==> src/rtl/otpc_pkg.sv <==
package otpc_pkg;

    typedef enum logic [2:0] {
        MODE_STANDBY = 3'd0,
        MODE_DISABLE = 3'd1,
        MODE_READ    = 3'd2,
        MODE_PROGRAM = 3'd3,
        MODE_VERIFY  = 3'd4,
        MODE_INHIBIT = 3'd5,
        MODE_IDENT   = 3'd6,
        MODE_ILLEGAL = 3'd7
    } otp_mode_e;

    typedef enum logic [1:0] {
        ACC_IDLE   = 2'd0,
        ACC_SETTLE = 2'd1,
        ACC_VALID  = 2'd2
    } acc_state_e;

    localparam logic [15:0] ID_MAKER_WORD = 16'h001E;
    localparam logic [15:0] ID_PART_WORD  = 16'h00F7;

endpackage

==> src/rtl/otpc_mode_dec.sv <==
module otpc_mode_dec
    import otpc_pkg::*;
#(
    parameter int ADDR_W = 17
) (
    input  logic              ce_n,
    input  logic              oe_n,
    input  logic              pgm_n,
    input  logic              vpp_hi,
    input  logic              id_hv,
    input  logic [ADDR_W-1:0] addr,
    output otp_mode_e         mode
);

    logic upper_clear;

    always_comb begin
        upper_clear = (addr[ADDR_W-1:1] == '0);
        mode        = MODE_STANDBY;
        unique case ({ce_n, oe_n})
            2'b10, 2'b11: begin
                mode = vpp_hi ? MODE_INHIBIT : MODE_STANDBY;
            end
            2'b01: begin
                mode = (vpp_hi && !pgm_n) ? MODE_PROGRAM : MODE_DISABLE;
            end
            2'b00: begin
                if (id_hv) begin
                    mode = (vpp_hi || !upper_clear) ? MODE_ILLEGAL : MODE_IDENT;
                end else if (vpp_hi) begin
                    mode = pgm_n ? MODE_VERIFY : MODE_ILLEGAL;
                end else begin
                    mode = MODE_READ;
                end
            end
            default: mode = MODE_STANDBY;
        endcase
    end

endmodule

==> src/rtl/otpc_store.sv <==
module otpc_store #(
    parameter int DATA_W  = 16,
    parameter int STORE_W = 4
) (
    input  logic               clk,
    input  logic               rst_n,
    input  logic               wr_en,
    input  logic [STORE_W-1:0] idx,
    input  logic [DATA_W-1:0]  wdata,
    output logic [DATA_W-1:0]  rdata
);

    localparam int DEPTH = 1 << STORE_W;

    logic [DATA_W-1:0] cells [DEPTH];

    always_ff @(posedge clk or negedge rst_n) begin
        if (!rst_n) begin
            for (int i = 0; i < DEPTH; i++) begin
                cells[i] <= '1;
            end
        end else if (wr_en) begin
            cells[idx] <= cells[idx] & wdata;
        end
    end

    assign rdata = cells[idx];

    // A word seen twice in a row at the same index never gains a set bit.
    AST_ONLY_CLEARS: assert property (@(posedge clk) disable iff (!rst_n)
        (idx == $past(idx)) |-> ((rdata & ~$past(rdata)) == '0));

endmodule

==> src/rtl/otpc_access.sv <==
module otpc_access
    import otpc_pkg::*;
#(
    parameter int KEY_W   = 22,
    parameter int ACC_CYC = 3
) (
    input  logic             clk,
    input  logic             rst_n,
    input  logic [KEY_W-1:0] key,
    input  logic             drive_req,
    output logic             valid
);

    localparam int CNT_W = $clog2(ACC_CYC + 1) + 1;

    acc_state_e       state, state_n;
    logic [CNT_W-1:0] cnt, cnt_n;
    logic [KEY_W-1:0] key_q;
    logic             changed;
    logic             restart;

    assign changed = (key != key_q);

    always_ff @(posedge clk or negedge rst_n) begin
        if (!rst_n) begin
            state <= ACC_IDLE;
            cnt   <= '0;
            key_q <= '0;
        end else begin
            state <= state_n;
            cnt   <= cnt_n;
            key_q <= key;
        end
    end

    always_comb begin
        state_n = state;
        cnt_n   = cnt;
        restart = 1'b0;
        unique case (state)
            ACC_IDLE: begin
                if (drive_req) restart = 1'b1;
            end
            ACC_SETTLE: begin
                if (!drive_req) begin
                    state_n = ACC_IDLE;
                end else if (changed) begin
                    restart = 1'b1;
                end else begin
                    cnt_n = cnt + 1'b1;
                    if (int'(cnt) + 1 >= ACC_CYC) state_n = ACC_VALID;
                end
            end
            ACC_VALID: begin
                if (!drive_req) begin
                    state_n = ACC_IDLE;
                end else if (changed) begin
                    restart = 1'b1;
                end
            end
            default: state_n = ACC_IDLE;
        endcase
        if (restart) begin
            cnt_n   = CNT_W'(1);
            state_n = (ACC_CYC <= 1) ? ACC_VALID : ACC_SETTLE;
        end
        if (state_n == ACC_IDLE) cnt_n = '0;
    end

    always_comb begin
        valid = (state == ACC_VALID) && !changed && drive_req;
    end

    AST_KEY_SETTLED: assert property (@(posedge clk) disable iff (!rst_n)
        valid |-> $stable(key));

    AST_VALID_NEEDS_REQ: assert property (@(posedge clk) disable iff (!rst_n)
        (state == ACC_VALID) |-> $past(drive_req));

endmodule

==> src/rtl/otpc_top.sv <==
module otpc_top
    import otpc_pkg::*;
#(
    parameter int ADDR_W  = 17,
    parameter int DATA_W  = 16,
    parameter int STORE_W = 4,
    parameter int ACC_CYC = 3
) (
    input  logic              clk,
    input  logic              rst_n,
    input  logic              ce_n,
    input  logic              oe_n,
    input  logic              pgm_n,
    input  logic [ADDR_W-1:0] addr,
    input  logic [DATA_W-1:0] din,
    input  logic              vpp_hi,
    input  logic              id_hv,
    output logic [DATA_W-1:0] dout,
    output logic              dout_en,
    output logic [2:0]        mode,
    output logic              err
);

    localparam int KEY_W = ADDR_W + 5;

    otp_mode_e         cur_mode;
    logic [DATA_W-1:0] cell_word;
    logic [DATA_W-1:0] id_word;
    logic [DATA_W-1:0] bus_word;
    logic              drive_req;
    logic              wr_en;
    logic              settled;
    logic [KEY_W-1:0]  watch_key;

    otpc_mode_dec #(.ADDR_W(ADDR_W)) u_dec (
        .ce_n   (ce_n),
        .oe_n   (oe_n),
        .pgm_n  (pgm_n),
        .vpp_hi (vpp_hi),
        .id_hv  (id_hv),
        .addr   (addr),
        .mode   (cur_mode)
    );

    assign wr_en = (cur_mode == MODE_PROGRAM);

    otpc_store #(.DATA_W(DATA_W), .STORE_W(STORE_W)) u_store (
        .clk   (clk),
        .rst_n (rst_n),
        .wr_en (wr_en),
        .idx   (addr[STORE_W-1:0]),
        .wdata (din),
        .rdata (cell_word)
    );

    assign watch_key = {addr, ce_n, oe_n, pgm_n, vpp_hi, id_hv};

    always_comb begin
        drive_req = (cur_mode == MODE_READ) || (cur_mode == MODE_VERIFY) ||
                    (cur_mode == MODE_IDENT);
        id_word   = addr[0] ? DATA_W'(ID_PART_WORD) : DATA_W'(ID_MAKER_WORD);
        bus_word  = (cur_mode == MODE_IDENT) ? id_word : cell_word;
    end

    otpc_access #(.KEY_W(KEY_W), .ACC_CYC(ACC_CYC)) u_acc (
        .clk       (clk),
        .rst_n     (rst_n),
        .key       (watch_key),
        .drive_req (drive_req),
        .valid     (settled)
    );

    always_comb begin
        dout_en = settled;
        dout    = settled ? bus_word : '0;
        mode    = cur_mode;
        err     = (cur_mode == MODE_ILLEGAL);
    end

    AST_GATE_HIGH_QUIET: assert property (@(posedge clk) disable iff (!rst_n)
        oe_n |-> !dout_en);

    AST_DESELECT_QUIET: assert property (@(posedge clk) disable iff (!rst_n)
        ce_n |-> !dout_en);

    AST_ERR_QUIET: assert property (@(posedge clk) disable iff (!rst_n)
        err |-> !dout_en);

    AST_ID_WORD: assert property (@(posedge clk) disable iff (!rst_n)
        (dout_en && id_hv) |-> (dout == (addr[0] ? DATA_W'(16'h00F7) : DATA_W'(16'h001E))));

    AST_IDLE_BUS_ZERO: assert property (@(posedge clk) disable iff (!rst_n)
        !dout_en |-> (dout == '0));

endmodule

==> config.mk <==
export PLATFORM = sky130hd
export DESIGN_NAME = otpc_top
export DESIGN_NICKNAME = d
export VERILOG_FILES = /design/src/rtl/otpc_pkg.sv /design/src/rtl/otpc_mode_dec.sv /design/src/rtl/otpc_store.sv /design/src/rtl/otpc_access.sv /design/src/rtl/otpc_top.sv
export SDC_FILE = /design/constraint.sdc
export NUM_CORES = 1
export LEC_CHECK = 0
export ABC_AREA = 1
export BUFFER_PORTS_ARGS = -buffer_cell sky130_fd_sc_hd__clkbuf_2
export CORE_ASPECT_RATIO = 1.5
export CORE_MARGIN = 5
export CORE_UTILIZATION = 35
export CTS_BUF_LIST = sky130_fd_sc_hd__clkbuf_8 sky130_fd_sc_hd__clkbuf_16
export CTS_CLUSTER_DIAMETER = 150
export DETAILED_ROUTE_END_ITERATION = 6
export MAX_ROUTING_LAYER = met4
export PLACE_DENSITY = 0.56
export REMOVE_ABC_BUFFERS = 1
export SKIP_CTS_REPAIR_TIMING = 1
export SLEW_MARGIN = 25
export SYNTH_ARGS = -nofsm -noshare
export SYNTH_HDL_FRONTEND = slang
export SYNTH_SLANG_ARGS = --single-unit
==> constraint.sdc <==
create_clock -name clk -period 3 [get_ports clk]
set_input_delay 0.3 -clock clk [delete_from_list [all_inputs] [get_ports clk]]
set_output_delay 0.3 -clock clk [all_outputs]
set_load 0.03 [all_outputs]
==> summary.txt <==
post-route DRC violation count: 0
type of origin of the critical path: input port
area enclosed by the die boundary: 0.04272 mm²
peak clock frequency supported by timing: 0.3485 GHz
number of warning messages in the yosys log: 0
vias in the first global route: 10890
number of cells on the worst hold path: 3
total CTS buffers: 29
final period demand of the worst path: 2.869 ns
cell with the most instances after synthesis: nand2_1
transition time of the tightest slew-check pin: 0.9349 ns
worst setup slack for register-to-register paths: 1.23 ns
proportion of layout cells with a drive suffix above 1: 0.2879
outcome: complete, no violations
routed vias/inst: 5.251
Worst Path Class, Setup: input port to primary output
antenna violations before repair: 1
Hold Path End: u_store.cells[184]$_DFFE_PN1P_
RSZ-0062 raised after global routing: no
CP Capture Type: primary output
nets: 1623
async set-or-reset flop fraction in the synthesized netlist: 1.000
first-pass GRT wire length: 62100 µm
Worst Path Arrival: 2.57 ns
clk_lat worst skew: 0.57 ns
starting density of the core: 0.3527
number of synthesized register bits: 283
netlist area before placement: 0.01351 mm²
TritonRoute pass-1 iters: 5
proportion of synthesized chip area in sequential cells: 0.5478
fraction of power spent switching nets: 0.2449
buffer levels on the longest clock path: 3
Top FF cell, synth: dfstp_2
core outline area: 0.03832 mm²
Die Width: 170.4 µm
Yosys top cell by area: dfstp_2
FF-to-FF Start: u_store.cells[251]$_DFFE_PN1P_
antenna violation net count after detailed routing: 0
PD cells: 517.2 mW/mm²
I/O pin count: 61
overall power of the completed layout: 8.005 mW
number of endpoints with negative hold slack in the final report: 0
starting DRC count in detailed routing: 830
worst-path fanout max: 6
DPL Wire Length: 23800 µm
internal power of the cells: 6.045 mW
pin count of the biggest net entering global routing: 83
part of the total power dissipated in combinational logic: 0.067
biggest cell delay along the critical path: 0.53 ns
Switch Pwr: 1.960 mW
synthesized area divided by synthesized cell count: 8.815 µm²
routability congestion estimate from global placement: 0.7843
critical path cell sequence: dlygate4sd3_1 > clkbuf_2 > inv_1 > nand4_1 > nor2_1 > nand2_1 > nand2_2 > nand2_4 > nor3_4 > nor2_4 > clkbuf_16 > and2_1 > clkbuf_4
Final period util: 0.9564
die boundary height: 250.7 µm
Slowest-stage cell, CP: dlygate4sd3_1
EDFF count, synth: 0
Filler cells: 3904
total buffers and inverters traversed by the critical path: 5
Cell variety after synth: 33
count of mapped cells out of synthesis: 1533
most area-consuming cells after synthesis: dfstp_2 (50%), nand2_1 (12%), nand3_1 (7.5%), o21ai_0 (6.7%), dfrtp_1 (5.0%)
Register-to-Register Path Depth: 6
VDD IR-drop max: 335.4 µV
area growth from synthesis to layout: 14.53%
Post-synth top cells: nand2_1 (436), dfstp_2 (256), nand3_1 (202)
worst clock skew: 0.02173 ns
Final Max Tran Viols: 0
utilization after layout: 0.4039
sum of negative setup slack: 0 ns
overall via count from detail_route: 10990
CTS HTree Levels: 1
data required time of the worst path: 2.70 ns
Slew headroom: 0.3767
power share of the sequential group: 0.484
diode insertion count for antenna repair: 0
crit-path leading delay family: simple AND/OR/NAND/NOR gates
total congestion overflow: 0
number of violations of the max-capacitance limit: 0
# port buffers: 60
clock slew at the register clock pins of the worst setup and hold paths: 0.06 ns
WL per Instance: 18.97 µm
row cnt: 88
endpoint of the worst-slack reg-to-reg timing path: u_store.cells[11]$_DFFE_PN1P_
clock power share: 0.449
clock tree from TritonCTS: built
total length of routed wires: 39710 µm
root buf cell: clkbuf_16
overall global routing resource usage: 0.1872
TritonCTS Sinks: 283
worst hold path type: input port to flip-flop
Yosys top cell area share: 0.4978
Worst Hold Launch: din[8]
total of endpoints with negative setup slack in the final report: 0
LEAKAGE: 5.971 nW
stage by stage:
step | instance area (µm²) | setup slack, ns | instances | hold slack (ns)
final | 15480 | 0.1309 | 2093 | 0.1313
after global routing | 15480 | 0.002540 | 2093 | 0.1523
after CTS | 15170 | -0.09327 | 2070 | -0.2698
after detailed placement | 14240 | 0.3058 | 2018 | 0.3402
after global placement | 14240 | 0.3238 | 2018 | 0.3429
after floorplan | 12850 | 0.6237 | 1418 | 0.004409
tightest hold or removal path, stage by stage:
cell	delay, ns
clkbuf_2	0.09
nand2_2	0.22
o21ai_1	0.09
layout make-up:
class	instances	area, µm²	share of cell area
Sequential cell	283	7403	0.4784
Inverter	59	231.5	0.01496
Clock inverter	18	138.9	0.008974
Multi-Input combinational cell	1076	5253	0.3394
Timing Repair Buffer	128	1036	0.06694
Clock buffer	34	794.5	0.05134
Tap cell	495	619.3	0.04002
layout by cell type, fill, tap and decap left out, types with 5 or more instances in the layout:
cell type      count
and2_1             8
nor2_2            12
dfrtp_1           26
buf_12            10
nand4_1           20
inv_1             62
dfstp_2          256
clkbuf_2          47
clkbuf_8           5
clkbuf_16         30
dlygate4sd3_1     21
buf_4             40
nand2_2           18
ha_1               6
o21ai_1           75
a22oi_1           64
a21oi_1            7
nand2_1          434
o21ai_0          181
nand3_1          201
nor2_1            22
cell families after synthesis:
group | count (synthesis) | synth area share
and+or+nand+nor | 734 | 0.2423
AOI/OAI and AO/OA | 332 | 0.1358
DFF | 283 | 0.5478
buffers and inverters | 174 | 0.06593
adders and majority gates | 6 | 0.005555
xor gates and xnor gates | 4 | 0.002592
how the worst max path moves through the flow:
stage | start | end | slack (ns) | cells past startpoint
after CTS | u_acc.key_q[5]$_DFF_PN0_ | dout[12] | -0.09 | 12
final | addr[9] | dout[14] | 0.13 | 13
after global placement | addr[1] | dout[7] | 0.32 | 10
after floorplan | addr[2] | err | 0.62 | 6
after global routing | u_acc.key_q[5]$_DFF_PN0_ | dout[14] | 0.003 | 13
after detailed placement | addr[1] | dout[7] | 0.31 | 10
routing by layer:
metal | track usage | part of all wire | wire length, µm | vias to the layer above
met5 | - | 0 | 0 | -
met4 | 0.05297 | 0.028 | 1100 | 0
met3 | 0.02052 | 0.045 | 1775 | 66
met2 | 0.3216 | 0.50 | 19990 | 297
met1 | 0.2330 | 0.42 | 16850 | 5400
li1 | - | - | - | 5227
power groups by stage:
stage	clock network, mW	registers, mW	logic, mW
2_1_floorplan	0	3.93	0.210
3_3_place_gp	0	3.93	0.512
3_5_place_dp	0	3.93	0.514
4_1_cts	3.69	3.87	0.515
5_1_grt	3.83	3.87	0.592
6_report	3.60	3.88	0.535
flip-flops by register name, indices dropped and copies added, names as in the netlist:
name,count
u_acc.key_q,22
u_acc.state,2
u_store.cells,256
u_acc.cnt,3
Note: power is estimated with default switching activity, not from simulation.
